$ cat src/rtl/sdr_bringup_pkg.sv
package sdr_bringup_pkg;

  typedef enum logic [1:0] {CMD_NOP, CMD_PRE, CMD_REF, CMD_MRS} cmdKind_e;
  typedef enum logic [1:0] {GAP_NONE, GAP_RP, GAP_RFC, GAP_MRD} gapSel_e;

  typedef struct packed {
    cmdKind_e cmdKind;
    gapSel_e  gapSel;
    logic     finish;
    logic     reloadRef;
  } seqStrobe_t;

  // {csN, rasN, casN, weN}
  localparam logic [3:0] PINS_NOP = 4'b0111;
  localparam logic [3:0] PINS_PRE = 4'b0010;
  localparam logic [3:0] PINS_REF = 4'b0001;
  localparam logic [3:0] PINS_MRS = 4'b0000;

endpackage

$ cat src/rtl/sdr_bringup_ctrl.sv
module sdr_bringup_ctrl
  import sdr_bringup_pkg::*;
#(
  parameter int INIT_REFS = 8
) (
  input  logic       clk,
  input  logic       rst,
  input  logic       waitDone,
  input  logic       refDue,
  input  logic       refGrant,
  output seqStrobe_t strobe
);
  localparam int REFS_W = $clog2(INIT_REFS + 1);

  typedef enum logic [2:0] {ST_PAUSE, ST_PRE_GAP, ST_REF_GAP, ST_MRS_GAP, ST_RUN} state_e;

  state_e            state, stateNext;
  logic [REFS_W-1:0] refLeft, refLeftNext;

  always_comb begin
    strobe      = '{cmdKind: CMD_NOP, gapSel: GAP_NONE, finish: 1'b0, reloadRef: 1'b0};
    stateNext   = state;
    refLeftNext = refLeft;
    unique case (state)
      ST_PAUSE: if (waitDone) begin
        strobe.cmdKind = CMD_PRE;
        strobe.gapSel  = GAP_RP;
        stateNext      = ST_PRE_GAP;
      end
      ST_PRE_GAP: if (waitDone) begin
        strobe.cmdKind = CMD_REF;
        strobe.gapSel  = GAP_RFC;
        refLeftNext    = REFS_W'(INIT_REFS - 1);
        stateNext      = ST_REF_GAP;
      end
      ST_REF_GAP: if (waitDone) begin
        if (refLeft != '0) begin
          strobe.cmdKind = CMD_REF;
          strobe.gapSel  = GAP_RFC;
          refLeftNext    = refLeft - 1'b1;
        end else begin
          strobe.cmdKind = CMD_MRS;
          strobe.gapSel  = GAP_MRD;
          stateNext      = ST_MRS_GAP;
        end
      end
      ST_MRS_GAP: if (waitDone) begin
        strobe.finish = 1'b1;
        stateNext     = ST_RUN;
      end
      ST_RUN: if (refGrant && refDue) begin
        strobe.cmdKind   = CMD_REF;
        strobe.reloadRef = 1'b1;
      end
      default: stateNext = ST_PAUSE;
    endcase
  end

  always_ff @(posedge clk) begin
    if (rst) begin
      state   <= ST_PAUSE;
      refLeft <= '0;
    end else begin
      state   <= stateNext;
      refLeft <= refLeftNext;
    end
  end

endmodule

$ cat src/rtl/sdr_bringup_dp.sv
module sdr_bringup_dp
  import sdr_bringup_pkg::*;
#(
  parameter int PAUSE_CYC    = 20000,
  parameter int T_RP         = 5,
  parameter int T_RFC        = 13,
  parameter int T_MRD        = 2,
  parameter int REF_INTERVAL = 1562,
  parameter int CAS_LAT      = 3,
  parameter int ADDR_W       = 11,
  parameter int BA_W         = 1
) (
  input  logic              clk,
  input  logic              rst,
  input  seqStrobe_t        strobe,
  output logic              waitDone,
  output logic              refDue,
  output logic [3:0]        pins,
  output logic [BA_W-1:0]   ba,
  output logic [ADDR_W-1:0] addr,
  output logic              initDone
);
  localparam int GAP_MAX  = (T_RP > T_RFC) ? ((T_RP > T_MRD) ? T_RP : T_MRD)
                                           : ((T_RFC > T_MRD) ? T_RFC : T_MRD);
  localparam int WAIT_MAX = (PAUSE_CYC > GAP_MAX) ? PAUSE_CYC : GAP_MAX;
  localparam int WAIT_W   = $clog2(WAIT_MAX + 1);
  localparam int REF_W    = $clog2(REF_INTERVAL + 1);
  localparam logic [ADDR_W-1:0] PRE_WORD  = ADDR_W'(1) << 10;
  localparam logic [ADDR_W-1:0] MODE_WORD = ADDR_W'(CAS_LAT) << 4;

  logic [WAIT_W-1:0] waitCnt;
  logic [REF_W-1:0]  refCnt;
  logic              refReq;
  logic [3:0]        pinsNext;
  logic [ADDR_W-1:0] addrNext;

  assign waitDone = (waitCnt == '0);
  assign refDue   = refReq;

  always_comb begin
    pinsNext = PINS_NOP;
    addrNext = '0;
    unique case (strobe.cmdKind)
      CMD_PRE: begin pinsNext = PINS_PRE; addrNext = PRE_WORD;  end
      CMD_REF: begin pinsNext = PINS_REF; addrNext = '0;        end
      CMD_MRS: begin pinsNext = PINS_MRS; addrNext = MODE_WORD; end
      default: begin pinsNext = PINS_NOP; addrNext = '0;        end
    endcase
  end

  always_ff @(posedge clk) begin
    if (rst) begin
      waitCnt  <= WAIT_W'(PAUSE_CYC - 1);
      pins     <= PINS_NOP;
      addr     <= '0;
      ba       <= '0;
      initDone <= 1'b0;
      refCnt   <= '0;
      refReq   <= 1'b0;
    end else begin
      unique case (strobe.gapSel)
        GAP_RP:  waitCnt <= WAIT_W'(T_RP - 1);
        GAP_RFC: waitCnt <= WAIT_W'(T_RFC - 1);
        GAP_MRD: waitCnt <= WAIT_W'(T_MRD - 1);
        default: if (waitCnt != '0) waitCnt <= waitCnt - 1'b1;
      endcase
      pins <= pinsNext;
      addr <= addrNext;
      ba   <= '0;
      if (strobe.finish) begin
        initDone <= 1'b1;
        refCnt   <= REF_W'(REF_INTERVAL - 1);
      end else if (strobe.reloadRef) begin
        refReq <= 1'b0;
        refCnt <= REF_W'(REF_INTERVAL - 1);
      end else if (initDone) begin
        if (refCnt != '0) refCnt <= refCnt - 1'b1;
        else              refReq <= 1'b1;
      end
    end
  end

endmodule

$ cat src/rtl/sdr_bringup_seq.sv
module sdr_bringup_seq
  import sdr_bringup_pkg::*;
#(
  parameter int PAUSE_CYC    = 20000,
  parameter int T_RP         = 5,
  parameter int T_RFC        = 13,
  parameter int T_MRD        = 2,
  parameter int INIT_REFS    = 8,
  parameter int REF_INTERVAL = 1562,
  parameter int CAS_LAT      = 3,
  parameter int ADDR_W       = 11,
  parameter int BA_W         = 1
) (
  input  logic              clk,
  input  logic              rst,
  input  logic              refGrant,
  output logic              sdrCsN,
  output logic              sdrRasN,
  output logic              sdrCasN,
  output logic              sdrWeN,
  output logic [BA_W-1:0]   sdrBa,
  output logic [ADDR_W-1:0] sdrAddr,
  output logic              initDone,
  output logic              refreshReq
);
  seqStrobe_t strobe;
  logic       waitDone;
  logic [3:0] pins;

  sdr_bringup_ctrl #(.INIT_REFS(INIT_REFS)) u_ctrl (
    .clk(clk), .rst(rst), .waitDone(waitDone), .refDue(refreshReq),
    .refGrant(refGrant), .strobe(strobe)
  );

  sdr_bringup_dp #(
    .PAUSE_CYC(PAUSE_CYC), .T_RP(T_RP), .T_RFC(T_RFC), .T_MRD(T_MRD),
    .REF_INTERVAL(REF_INTERVAL), .CAS_LAT(CAS_LAT), .ADDR_W(ADDR_W), .BA_W(BA_W)
  ) u_dp (
    .clk(clk), .rst(rst), .strobe(strobe), .waitDone(waitDone),
    .refDue(refreshReq), .pins(pins), .ba(sdrBa), .addr(sdrAddr),
    .initDone(initDone)
  );

  assign {sdrCsN, sdrRasN, sdrCasN, sdrWeN} = pins;

endmodule

$ cat config.mk
export PLATFORM = sky130hd
export DESIGN_NAME = sdr_bringup_seq
export DESIGN_NICKNAME = d
export VERILOG_FILES = /design/src/rtl/sdr_bringup_pkg.sv /design/src/rtl/sdr_bringup_ctrl.sv /design/src/rtl/sdr_bringup_dp.sv /design/src/rtl/sdr_bringup_seq.sv
export SDC_FILE = /design/constraint.sdc
export NUM_CORES = 1
export LEC_CHECK = 0
export ABC_CLOCK_PERIOD_IN_PS = 3200
export BUFFER_PORTS_ARGS = -buffer_cell sky130_fd_sc_hd__buf_4
export CORE_MARGIN = 2
export CORE_UTILIZATION = 50
export CTS_CLUSTER_DIAMETER = 50
export CTS_CLUSTER_SIZE = 28
export DETAILED_ROUTE_END_ITERATION = 10
export GPL_TIMING_DRIVEN = 0
export PLACE_DENSITY = 0.69
export SYNTH_ARGS = -nofsm -noshare
export SYNTH_HDL_FRONTEND = slang
export SYNTH_SLANG_ARGS = --single-unit
export TNS_END_PERCENT = 1
$ cat constraint.sdc
create_clock -name clk -period 3.2 [get_ports clk]
set_input_delay 0.64 -clock clk [delete_from_list [all_inputs] [get_ports clk]]
set_output_delay 0.64 -clock clk [all_outputs]
set_load 0.01 [all_outputs]
==> impl_metrics.yaml <==
run_status:
  status: "complete, no violations"
clocking:
  clock-root-buffer: "clkbuf_8"
  clockBufferDepth: 2
  cts_hold_buf: 0
  cts_buffers: 5
  cts_tree: "built"
  clk_latency_ns: 0.30
  htree_levels: 2
  clkTransAtPathRegs_ns: 0.07
  clock_sinks: 40
sta:
  finClkSkew_ns: 0.00805
  rsz0062_at_grt: "no"
  slew_violations: 0
  fin_ws_ns: 0.236
  hold_violations: 0
  tns_ns: 0
  max_slew_margin_pct: 62.1
  fin_crit_ns: 2.96
  worst_pin_slew_ns: 0.569
  fmax_mhz: 337
  final.period_utilization_pct: 92.6
  setup_violations: 0
power_and_ir_drop:
  combPwrFrac_pct: 4.0
  irDropWorstVdd_mv: 0.317
  p_int_mw: 0.662
  swShare_pct: 23.3
  power.switching_mw: 0.202
  leakage_nw: 0.925
  pwr-share-seq_pct: 58.4
  power.share.clock_pct: 37.7
  finalPower_mw: 0.864
  powerDensity_nw_per_um2: 357
route:
  first_iter_violations: 87
  first_pass_iters: 4
  ant_nets: 0
  routed_wl_um: 4650
  drt-wirelength-per-cell_um: 13.9
  remaining_drc_errors: 0
  vias_per_cell: 5.66
  vias: 1895
worst_setup_path:
  endpoint_kind: "flop"
  path_class: "reg -> reg"
  cp_data_arrival_time_ns: 3.18
  critical_path.startpoint_type: "flop"
  path_max_fanout: 10
  critPathRequiredTime_ns: 3.42
synthesis:
  netlist_instances: 258
  synth_top_area_cell: "dfxtp_1"
  synth_cell_types: 49
  ys_async_sr_fraction_pct: 0
  synth_edf_count: 0
  yosysMostFrequentCell: "dfxtp_1"
  synth-main-ff-cell: "dfxtp_1"
  ys_seq_elements: 40
  synth_top_cell_area_share_pct: 37.3
  yosys_warnings: 0
  synthesis.area_sq_um: 2150
  synth.avg_cell_area_sq_um: 8.32
  synth_commonest_cells: "dfxtp_1, nor2_1, a21oi_1"
  ys_seq_area_share_pct: 37.3
  synth_area_leaders: "dfxtp_1, a21oi_1, nor2_1"
global_routing:
  grt-ovfl-total: 0
  grt_max_degree: 13
  grt_pass1_vias: 1712
  grt_usage_pct: 20.1
  antenna_found_initial: 0
  grt_first_pass_wirelength_um: 7910
cells_and_area:
  final_area_sq_um: 2420
  drive_above_1_share_pct: 17.5
  fin_nets: 296
  area_growth_pct: 12.8
  seq_area_sq_um: 801
  multi_input_area_sq_um: 1220
  fillCellCount: 394
  finish.utilization_pct: 59.7
  antenna_cells: 0
placement:
  gp_congestion: 0.862
  place_ws_ns: 0.0529
  io_buffers: 9
  place_hpwl_um: 3310
  placed_cell_area_sq_um: 2310
flow_run:
  cap_violations: 0
worst_hold_path:
  hold_path.class: "reg -> reg"
die:
  rows: 23
  dieArea_sq_um: 4830
  die_height_um: 69.5
  core_area_sq_um: 4060
  die_w_um: 69.5
  pin_count: 21
  initial_core_util_pct: 52.9
## final cells by class
| cell class | instances | share of cell area [%] |
|---|---|---|
| Tap cell | 50 | 2.58 |
| Clock buffer | 5 | 2.84 |
| Inverter | 13 | 2.02 |
| Buffer | 21 | 5.17 |
| Clock inverter | 2 | 0.517 |
| Timing Repair Buffer | 11 | 3.41 |
| Sequential cell | 40 | 33.1 |
| Multi-Input combinational cell | 193 | 50.4 |
## per-stage QoR
step	hold WS, ns	cells
after global placement	0.476	326
final	0.502	335
after CTS	0.497	333
after floorplan	0.456	267
after detailed placement	0.484	326
after global routing	0.526	335
## power groups by stage
stage | registers (mW) | logic [mW] | clock network (mW)
after global routing | 0.505 | 0.0382 | 0.357
after detailed placement | 0.515 | 0.0336 | 0
after floorplan | 0.515 | 0.0276 | 0
after global placement | 0.515 | 0.0336 | 0
final | 0.504 | 0.0343 | 0.325
after CTS | 0.504 | 0.0339 | 0.335
## worst max-delay path: stages, from the launching register on
cell	delay (ns)
dfxtp_1	0.32
inv_1	0.09
ha_1	0.21
or3b_4	0.44
nor4_4	0.38
nand2_2	0.13
ha_1	0.23
or3_1	0.43
nor2_2	0.17
clkbuf_4	0.24
a21oi_1	0.06
o221ai_1	0.19
## final timing paths
check | startpoint | endpoint | slack, ns | cells past startpoint
worst min register to register | u_ctrl.refLeft[3] | u_ctrl.refLeft[3] | 0.50 | 2
worst min-delay path | u_ctrl.refLeft[3] | u_ctrl.refLeft[3] | 0.50 | 2
worst max-delay path | u_dp.waitCnt[0] | u_dp.waitCnt[0] | 0.24 | 11
worst max register to register | u_dp.waitCnt[0] | u_dp.waitCnt[0] | 0.24 | 11
## metal layers
layer  part of all wire (%)  vias up  global-route usage [%]
met5                      0        -                       0
met1                     47      888                    26.5
met4                    1.8        0                    8.28
met3                    3.7        9                    4.22
li1                       -      965                       -
met2                     47       33                    32.2
## flip-flops by register name, indices dropped and copies added, names as in the netlist
name / flops
u_dp.initDone: 1
u_dp.refDue: 1
u_dp.waitCnt: 15
u_ctrl.refLeft: 4
u_ctrl.state: 3
u_dp.refCnt: 11
u_dp.pins: 3
u_dp.addr: 2
## cells by family after synthesis
kind of cell	Yosys count	synth area share [%]
adders and majority gates	8	4.66
DFF	40	37.3
buffers and inverters	34	7.99
other	1	0.175
and+or+nand+nor	99	27.3
AOI/OAI and AO/OA	68	19.2
xor gates and xnor gates	7	2.86
muxes	1	0.466
## layout by cell type (no fill, tap or decap), types with 2 or more instances in the layout
master and n:
dfxtp_1 40, nor2_1 28, a21oi_1 24, buf_4 22, nand2_1 14, o21ai_0 13
inv_1 11, nor3_1 10, conb_1 10, clkbuf_1 8, nand3_1 8, ha_1 8
or3_1 7, a31oi_1 7, or4_4 6, o21ai_1 5, a211oi_1 5, clkbuf_8 5
o311ai_0 4, xnor2_1 4, or4_1 3, xor2_1 3, nand3b_1 3, or3b_4 2
nor4_4 2, nand2_2 2, nand4_1 2, o211ai_1 2, nand2b_1 2
## repair_timing
item / in CTS / in global routing
gates resized for setup: 0 / 5
endpoints found under the setup margin: 0 / 15
buffers inserted: 0 / 2
(Power assumes the default switching activity.)
